### src/rtl/xcp_pkg.sv
package xcp_pkg;
  typedef enum logic {
    XCP_INT = 1'b0,
    XCP_FP  = 1'b1
  } xcp_src_e;

  localparam int XCP_STAGES = 5;
endpackage

### src/rtl/xcp_carrier.sv
module xcp_carrier #(
  parameter int PW    = 8,
  parameter int DEPTH = 5
) (
  input  logic                        clk,
  input  logic                        rst_n,
  input  logic                        in_vld,
  input  logic [PW-1:0]               in_pl,
  output logic [DEPTH-1:0]            vld_o,
  output logic [DEPTH-1:0][PW-1:0]    pl_o
);
  for (genvar g = 0; g < DEPTH; g++) begin : g_stage
    if (g == 0) begin : g_head
      always_ff @(posedge clk) begin
        if (!rst_n) begin
          vld_o[g] <= 1'b0;
          pl_o[g]  <= '0;
        end else begin
          vld_o[g] <= in_vld;
          pl_o[g]  <= in_pl;
        end
      end
    end else begin : g_body
      always_ff @(posedge clk) begin
        if (!rst_n) begin
          vld_o[g] <= 1'b0;
          pl_o[g]  <= '0;
        end else begin
          vld_o[g] <= vld_o[g-1];
          pl_o[g]  <= pl_o[g-1];
        end
      end
    end
  end
endmodule

### src/rtl/xcp_tag_check.sv
module xcp_tag_check #(
  parameter int TAG_W = 8
) (
  input  logic             ent_vld,
  input  logic [TAG_W-1:0] ent_tag,
  input  logic [TAG_W-1:0] want_tag,
  output logic             hit
);
  always_comb hit = ent_vld && (ent_tag == want_tag);
endmodule

### src/rtl/xcp_resp_steer.sv
module xcp_resp_steer
  import xcp_pkg::*;
(
  input  logic     clk,
  input  logic     rst_n,
  input  logic     vld,
  input  xcp_src_e src,
  output logic     int_v,
  output logic     fp_v
);
  always_comb begin
    int_v = vld && (src == XCP_INT);
    fp_v  = vld && (src == XCP_FP);
  end

  assert_steer_onehot_R7: assert property (@(posedge clk) disable iff (!rst_n)
    $onehot0({int_v, fp_v}) && ((int_v || fp_v) == vld));
endmodule

### src/rtl/xcache_pipe.sv
module xcache_pipe
  import xcp_pkg::*;
#(
  parameter int ADDR_W = 20,
  parameter int IDX_W  = 6,
  parameter int OFS_W  = 3,
  parameter int DATA_W = 64,
  localparam int TAG_W = ADDR_W - IDX_W - OFS_W,
  localparam int PW    = ADDR_W + 1
) (
  input  logic              clk,
  input  logic              rst_n,
  input  logic              req_valid,
  input  logic              req_src,
  input  logic [ADDR_W-1:0] req_addr,
  output logic              tag_en,
  output logic [IDX_W-1:0]  tag_idx,
  input  logic              tag_rd_vld,
  input  logic [TAG_W-1:0]  tag_rd_tag,
  output logic              dat_en,
  output logic [IDX_W-1:0]  dat_idx,
  input  logic [DATA_W-1:0] dat_rd,
  output logic              rsp_valid,
  output logic              rsp_src,
  output logic [ADDR_W-1:0] rsp_addr,
  output logic              rsp_hit,
  output logic [DATA_W-1:0] rsp_data,
  output logic              rsp_int_valid,
  output logic              rsp_fp_valid
);
  function automatic logic [IDX_W-1:0] f_idx(input logic [ADDR_W-1:0] a);
    return a[IDX_W+OFS_W-1:OFS_W];
  endfunction

  function automatic logic [TAG_W-1:0] f_tag(input logic [ADDR_W-1:0] a);
    return a[ADDR_W-1:IDX_W+OFS_W];
  endfunction

  // Stage carrier: index 0 is stage 1 ... index 4 is stage 5
  logic [XCP_STAGES-1:0]         st_vld;
  logic [XCP_STAGES-1:0][PW-1:0] st_pl;

  xcp_carrier #(.PW(PW), .DEPTH(XCP_STAGES)) u_carrier (
    .clk   (clk),
    .rst_n (rst_n),
    .in_vld(req_valid),
    .in_pl ({req_src, req_addr}),
    .vld_o (st_vld),
    .pl_o  (st_pl)
  );

  // Stage 1: present index to the tag RAM
  always_comb begin
    tag_en  = st_vld[0];
    tag_idx = f_idx(st_pl[0][ADDR_W-1:0]);
  end

  // Stage 2: tag RAM entry arrives, compare
  logic s2_hit;
  xcp_tag_check #(.TAG_W(TAG_W)) u_cmp (
    .ent_vld (tag_rd_vld),
    .ent_tag (tag_rd_tag),
    .want_tag(f_tag(st_pl[1][ADDR_W-1:0])),
    .hit     (s2_hit)
  );

  // Stage 3 carries the compare result only; stage 4 uses it
  logic s3_hit, s4_hit;
  always_ff @(posedge clk) begin
    if (!rst_n) begin
      s3_hit <= 1'b0;
      s4_hit <= 1'b0;
    end else begin
      s3_hit <= st_vld[1] && s2_hit;
      s4_hit <= s3_hit;
    end
  end

  // Stage 4: data SRAM read, only for hits
  always_comb begin
    dat_en  = st_vld[3] && s4_hit;
    dat_idx = f_idx(st_pl[3][ADDR_W-1:0]);
  end

  // Stage 5: response registers
  logic              s5_hit;
  logic [DATA_W-1:0] s5_data;
  always_ff @(posedge clk) begin
    if (!rst_n) begin
      s5_hit  <= 1'b0;
      s5_data <= '0;
    end else begin
      s5_hit  <= dat_en;
      s5_data <= dat_en ? dat_rd : '0;
    end
  end

  always_comb begin
    rsp_valid = st_vld[4];
    rsp_src   = st_pl[4][ADDR_W];
    rsp_addr  = st_pl[4][ADDR_W-1:0];
    rsp_hit   = s5_hit;
    rsp_data  = s5_data;
  end

  xcp_resp_steer u_steer (
    .clk  (clk),
    .rst_n(rst_n),
    .vld  (rsp_valid),
    .src  (xcp_src_e'(rsp_src)),
    .int_v(rsp_int_valid),
    .fp_v (rsp_fp_valid)
  );

  assert_tag_issue_R2: assert property (@(posedge clk) disable iff (!rst_n)
    req_valid |=> tag_en && (tag_idx == f_idx($past(req_addr))));

  assert_idle_gap_R4: assert property (@(posedge clk) disable iff (!rst_n)
    dat_en |-> $past(tag_en, 3) && ($past(tag_idx, 3) == dat_idx));

  assert_latency_R5: assert property (@(posedge clk) disable iff (!rst_n)
    rsp_valid |-> $past(req_valid, 5) && (rsp_addr == $past(req_addr, 5))
                  && (rsp_src == $past(req_src, 5)));

  assert_hit_follows_read_R6: assert property (@(posedge clk) disable iff (!rst_n)
    rsp_valid |-> (rsp_hit == $past(dat_en)));

  assert_bubble_silent_R9: assert property (@(posedge clk) disable iff (!rst_n)
    !$past(req_valid, 5) |-> !rsp_valid);
endmodule

### config.mk
export PLATFORM = sky130hd
export DESIGN_NAME = xcache_pipe
export DESIGN_NICKNAME = d
export VERILOG_FILES = /design/src/rtl/xcp_pkg.sv /design/src/rtl/xcp_carrier.sv /design/src/rtl/xcp_tag_check.sv /design/src/rtl/xcp_resp_steer.sv /design/src/rtl/xcache_pipe.sv
export SDC_FILE = /design/constraint.sdc
export NUM_CORES = 1
export LEC_CHECK = 0
export ABC_AREA = 1
export CORE_ASPECT_RATIO = 0.5
export CORE_MARGIN = 5
export CORE_UTILIZATION = 25
export DETAILED_ROUTE_END_ITERATION = 6
export DONT_BUFFER_PORTS = 1
export PLACE_DENSITY = 0.52
export SLEW_MARGIN = 20
export SYNTH_ARGS = -nofsm -noshare
export SYNTH_HDL_FRONTEND = slang
export SYNTH_SLANG_ARGS = --single-unit
export TNS_END_PERCENT = 30
### constraint.sdc
create_clock -name clk -period 0.9 [get_ports clk]
set_input_delay 0.045 -clock clk [delete_from_list [all_inputs] [get_ports clk]]
set_output_delay 0.045 -clock clk [all_outputs]
set_load 0.05 [all_outputs]
==> results of run 1 <==
how the worst max path moves through the flow:
stage,start,endpoint
after floorplan,u_carrier.vld_o[3]$_SDFF_PN0_,rsp_data[16]$_SDFF_PN0_
after global placement,u_carrier.vld_o[3]$_SDFF_PN0_,rsp_data[36]$_SDFF_PN0_
after detailed placement,u_carrier.vld_o[3]$_SDFF_PN0_,rsp_data[40]$_SDFF_PN0_
after CTS,u_carrier.pl_o[104]$_SDFF_PN0_,rsp_fp_valid
after global routing,u_carrier.pl_o[104]$_SDFF_PN0_,rsp_fp_valid
final,u_carrier.vld_o[4]$_SDFF_PN0_,rsp_fp_valid
layout make-up:
cell class	count	area [um2]	share of cell area
well taps	300	375	0.0391
flip-flops and latches	177	3680	0.383
multi-input cells	217	1150	0.120
clock buffers	17	425	0.0443
clock inverters	15	214	0.0223
repair buffers	238	3000	0.312
inverters	199	758	0.0789
cells in the final DEF (no fill, tap or decap):
cell / count
dfxtp_4: 2
nand2_1: 134
nand3_1: 1
buf_4: 8
nand2_2: 4
xor2_1: 1
nand2_8: 2
buf_12: 6
nor2_1: 28
xnor2_1: 2
buf_8: 87
clkinvlp_4: 1
clkinv_8: 5
inv_12: 4
nor2_2: 10
inv_4: 1
clkinv_4: 1
dfxtp_2: 107
clkbuf_16: 21
buf_6: 13
inv_8: 6
dlymetal6s4s_1: 18
nand2_4: 1
inv_1: 192
nor2_4: 33
inv_2: 4
buf_16: 1
o21ai_0: 1
dlygate4sd3_1: 101
dfxtp_1: 68
sequential cells by signal (all words and copies together), names as in the netlist:
register / count
rsp_data: 64
rsp_hit: 1
s3_hit: 1
s4_hit: 1
u_carrier.pl_o: 105
u_carrier.vld_o: 5
per-layer routing:
layer  GRT usage  vias to the layer above
li1            -                     2118
met1       0.101                     1881
met2       0.208                      108
met3      0.0402                       39
met4      0.0602                        0
met5           0                        -
logic make-up (layout without fill, tap and decap cells):
group	count (synthesis)	count (layout)	share of synthesized area
AO/OA/AOI/OAI	1	1	0.000917
XOR/XNOR	3	3	0.00482
buffers and inverters	250	469	0.199
flip-flops	177	177	0.650
AND/OR/NAND/NOR	212	213	0.146
power breakdown:
part / total (uW) / internal, uW / leakage, uW / switching [uW]
registers: 8030 / 7970 / 0.00149 / 63.8
clock network: 7670 / 3910 / 0.000309 / 3760
logic: 975 / 547 / 0.00330 / 428
total: 16700 / 12400 / 0.00510 / 4250
through the flow:
| step | total power (uW) | util | hold WS, ps | instances |
|---|---|---|---|---|
| finish | 16700 | 0.445 | -262 | 1163 |
| global route | 17300 | 0.445 | -284 | 1163 |
| CTS | 16800 | 0.416 | -310 | 1149 |
| detailed placement | 8620 | 0.294 | 146 | 997 |
| global placement | 8610 | 0.294 | 148 | 997 |
| floorplan | 8620 | - | 143 | 643 |
timing repair:
item                                    in CTS  in global routing
pin swaps                                    5                 11
gates resized for setup                    287                128
cloned                                       0                  8
endpoints found under the hold margin      176                105
endpoints found under the setup margin     159                180
setup buffers                                2                  5
hold buffers                               118                  1
critical path, stage by stage, from the launching register on:
cell and delay [ps]:
dfxtp_4 380, nand2_4 70, clkinvlp_4 230
==> impl_metrics.toml, run 1 <==
[placed_design]
place_congestion = 0.734
placed_area_um2 = 6340
pre_cts_ws_ps = -52.0
port_buffers = 0
hpwl_um = 8080

[detailed_routing]
ant_nets = 0
detail_route.first_pass.iterations = 4
routed_wl_um = 15700
wl_met3_um = 882
drcViolationCount = 0
drtIter0Drc = 166
wl_met1_um = 5620
met2WireLength_um = 8620
vias_per_cell = 3.56
num_vias = 4146
avgRoutedWirePerCell_um = 13.5
top_layer = "met4"

[job]
maxCapViolCount = 0

[critical_path]
r2r_slack_ps = -120
worstPathRequired_ps = 850
worst_r2r_path_depth = 5
worstPathMaxFanout = 3
worstSetupStartpointType = "flip-flop"
reg2reg_from = "u_carrier.vld_o[3]$_SDFF_PN0_"
path_class = "reg -> out"
critPathArrivalTime_ps = 1110
r2r_end = "rsp_data[44]$_SDFF_PN0_"
end_kind = "output port"

[worst_hold_path]
hold_start = "rst_n"
hold_path_class = "in -> reg"
min_path_cells = 2
whs_endpoint = "u_carrier.pl_o[75]$_SDFF_PN0_"

[clock_tree]
clock_sinks = 177
clockBufferDepth = 2
clk_latency_ps = 430
cts_root_buf = "clkbuf_16"
path_clk_slew_ps = 80
cts_tree = "done"
numCtsBuffers = 17
htreeDepth = 4

[floorplan]
die_w_um = 219
die_h_um = 114
ios = 203
initial_utilization = 0.253
dieArea_um2 = 25100
core_region_area_um2 = 21600
rows = 38

[final_layout]
syn2layout_area_growth_pct = 76.1
nNetsFinal = 950
antennaDiodeCount = 0
drive_gt1_frac = 0.367
fillerInstances = 1889
fin_area_um2 = 9610

[yosys]
yosysWarnings = 0
ys_top_cells_by_count = "inv_1 (198), dfxtp_1 (177), nand2_1 (140)"
synth_area_leaders = "dfxtp_1 (65%), inv_1 (14%), nand2_1 (9.6%)"
syn_avg_cell_area_um2 = 8.48
yosys.area.top_type = "dfxtp_1"
yosysMostFrequentCell = "inv_1"
ys_seq_elements = 177
yosysUniqueCellTypes = 12
ys.flop_type = "dfxtp_1"
syn_nets = 743
synth_area_um2 = 5460
ys_seq_area_frac = 0.650
postSynthCellCount = 643
synthArstFlopShare = 0
synth-edff-count = 0
synth_top_area_share = 0.650

[sta]
hold-worst-slack_ps = -262
max-slew-margin-rel = 0.832
period_share = 1.28
finClkSkew_ps = 8.45
hold_viol = 93
layout_min_cycle_time_ps = 1150
fin_tns_setup_ps = -10710
rsz0062_at_grt = "yes"
fin_ws_ps = -252
fmax_mhz = 868
maxSlewViolCount = 0
tightest_slew_ps = 252
setup_viol = 171

[global_route]
grt_pass1_vias = 4300
grt_antenna_before_repair = 0
grt_max_degree = 112
grt_pass1_wl_um = 21300
grt_use_total = 0.109
overflow = 0

[run_status]
outcome = "finished with violations"
violations = "hold timing, setup timing"

[power]
ir_drop_mv = 1.31
power.leakage_uw = 0.00510
power_density_nw_per_um2 = 1740
No activity file was read; power rests on OpenSTA's default activity.
==> run 2: changes to the inputs <==
- CELL_PAD_IN_SITES_DETAIL_PLACEMENT: not set -> 1
- CELL_PAD_IN_SITES_GLOBAL_PLACEMENT: not set -> 1
- PLACE_DENSITY: 0.52 -> 0.62
==> run 2 against run 1 <==
Against the previous run: the run still ends with hold timing, setup timing left; cell area fell by 2.0%; register-to-register slack improved by 20 ps; combinational power is 1% lower; clock-buffer cell count is 1 higher; setup slack worse by 29 ps; clock power decreased by 3%; non-clock buffer count fell by 3; sequential cell count unchanged; worst hold slack lost 23 ps; core utilization down 0.87 points; critical path type unchanged; critical endpoint unchanged; largest power group unchanged.
==> impl_metrics.toml, run 2 (same netlist as run 1, synthesis figures left out) <==
[clock_tree]
cts_tree = "done"
clock_sinks = 177
cts_root_buf = "clkbuf_16"
path_clk_slew_ps = 70
ctsHoldBuffers = 118
numCtsBuffers = 17
clk_latency_ps = 430
htreeDepth = 4
clockBufferDepth = 2

[floorplan]
rows = 38
dieArea_um2 = 25100
ios = 203
die_w_um = 219
core_region_area_um2 = 21600
die_h_um = 114
initial_utilization = 0.253

[detailed_routing]
num_vias = 4212
vias_per_cell = 3.63
routed_wl_um = 17200
drcViolationCount = 0
ant_nets = 0
avgRoutedWirePerCell_um = 14.8
drtIter0Drc = 177
detail_route.first_pass.iterations = 4

[critical_path]
cp.depth = 2
worst_path_max_delay_cell = "dfxtp_4"
cp_num_buf_inv = 1
worstPathRequired_ps = 850
worstPathMaxFanout = 3
worst_r2r_path_depth = 5
cp_top_family = "flip-flops"
r2r_slack_ps = -100
path_cells = "nand2_4 -> clkinvlp_4"
worstSetupStartpointType = "flip-flop"
critPathArrivalTime_ps = 1140
path_class = "reg -> out"
cp_slowest_stage_delay_ps = 370
end_kind = "output port"

[sta]
hold-worst-slack_ps = -284
layout_min_cycle_time_ps = 1180
rsz0062_at_grt = "yes"
fin_ws_ps = -281
maxSlewViolCount = 0
finClkSkew_ps = 6.33
max-slew-margin-rel = 0.810
hold_viol = 97
setup_viol = 169
fmax_mhz = 847
period_share = 1.31
fin_tns_setup_ps = -9890
tightest_slew_ps = 284

[global_route]
grt_pass1_wl_um = 23900
grt_use_total = 0.127
grt_max_degree = 112
overflow = 0
grt_antenna_before_repair = 1
grt_pass1_vias = 4617

[placed_design]
placed_area_um2 = 6340
hpwl_um = 9210
place_congestion = 0.713
port_buffers = 0

[final_layout]
syn2layout_area_growth_pct = 72.7
seqCellArea_um2 = 3690
fin_area_um2 = 9420
fillerInstances = 2408
mostFrequentLayoutCells = "inv_1 (191), nand2_1 (135), dlygate4sd3_1 (103), dfxtp_2 (103), buf_8 (93)"
multi_input_area_um2 = 1040
top_register = "u_carrier.pl_o"
final_common_cell = "inv_1"
nNetsFinal = 947
drive_gt1_frac = 0.349
largest_reg_flops = 105

[power]
ir_drop_mv = 1.16
power.leakage_uw = 0.00501
total_power_uw = 16500
power_density_nw_per_um2 = 1750

[run_status]
violations = "hold timing, setup timing"
outcome = "finished with violations"

[worst_hold_path]
min_path_cells = 2
hold_path_class = "in -> reg"

[job]
maxCapViolCount = 0
[run 2: area by class of cell]
class                      instances  share of cell area
clock buffer                      18              0.0456
tap                              300              0.0398
timing repair buffer             235               0.314
antenna                            1            0.000266
clock inverter                    14              0.0182
inverter                         199              0.0805
sequential                       177               0.391
multi-input combinational        217               0.110
[run 2: stage by stage]
step           std cells   util  setup WS (ps)
2_1_floorplan        643      -          -10.8
6_report            1161  0.436           -281
4_1_cts             1149  0.415           -291
3_3_place_gp         997  0.294          -33.1
3_5_place_dp         997  0.294          -74.7
5_1_grt             1161  0.436           -321
[run 2: timing repair]
action,CTS,global route
cloned,0,7
setup endpoints to repair,165,184
resized for setup,293,94
hold endpoints to repair,176,105
pin swaps,4,8
setup buffers,2,4
[run 2: where the power goes]
group	leakage, uW	internal (uW)	switching, uW
registers	0.00149	7970	69.3
clock network	0.000283	4180	3290
logic	0.00324	545	419
[run 2: per-layer routing]
| layer | up-vias | part of all wire | GRT usage |
|---|---|---|---|
| met5 | - | 0 | 0 |
| li1 | 2113 | - | - |
| met4 | 0 | 0.020 | 0.0619 |
| met2 | 85 | 0.59 | 0.260 |
| met1 | 1994 | 0.36 | 0.113 |
| met3 | 20 | 0.038 | 0.0367 |
[run 2: path summary, 6_finish.rpt]
kind                                        from                            end
hold / removal                             rst_n  u_carrier.pl_o[98]$_SDFF_PN0_
setup / recovery  u_carrier.pl_o[104]$_SDFF_PN0_                   rsp_fp_valid
hold reg to reg    u_carrier.pl_o[29]$_SDFF_PN0_  u_carrier.pl_o[50]$_SDFF_PN0_
setup reg to reg   u_carrier.vld_o[3]$_SDFF_PN0_        rsp_data[46]$_SDFF_PN0_
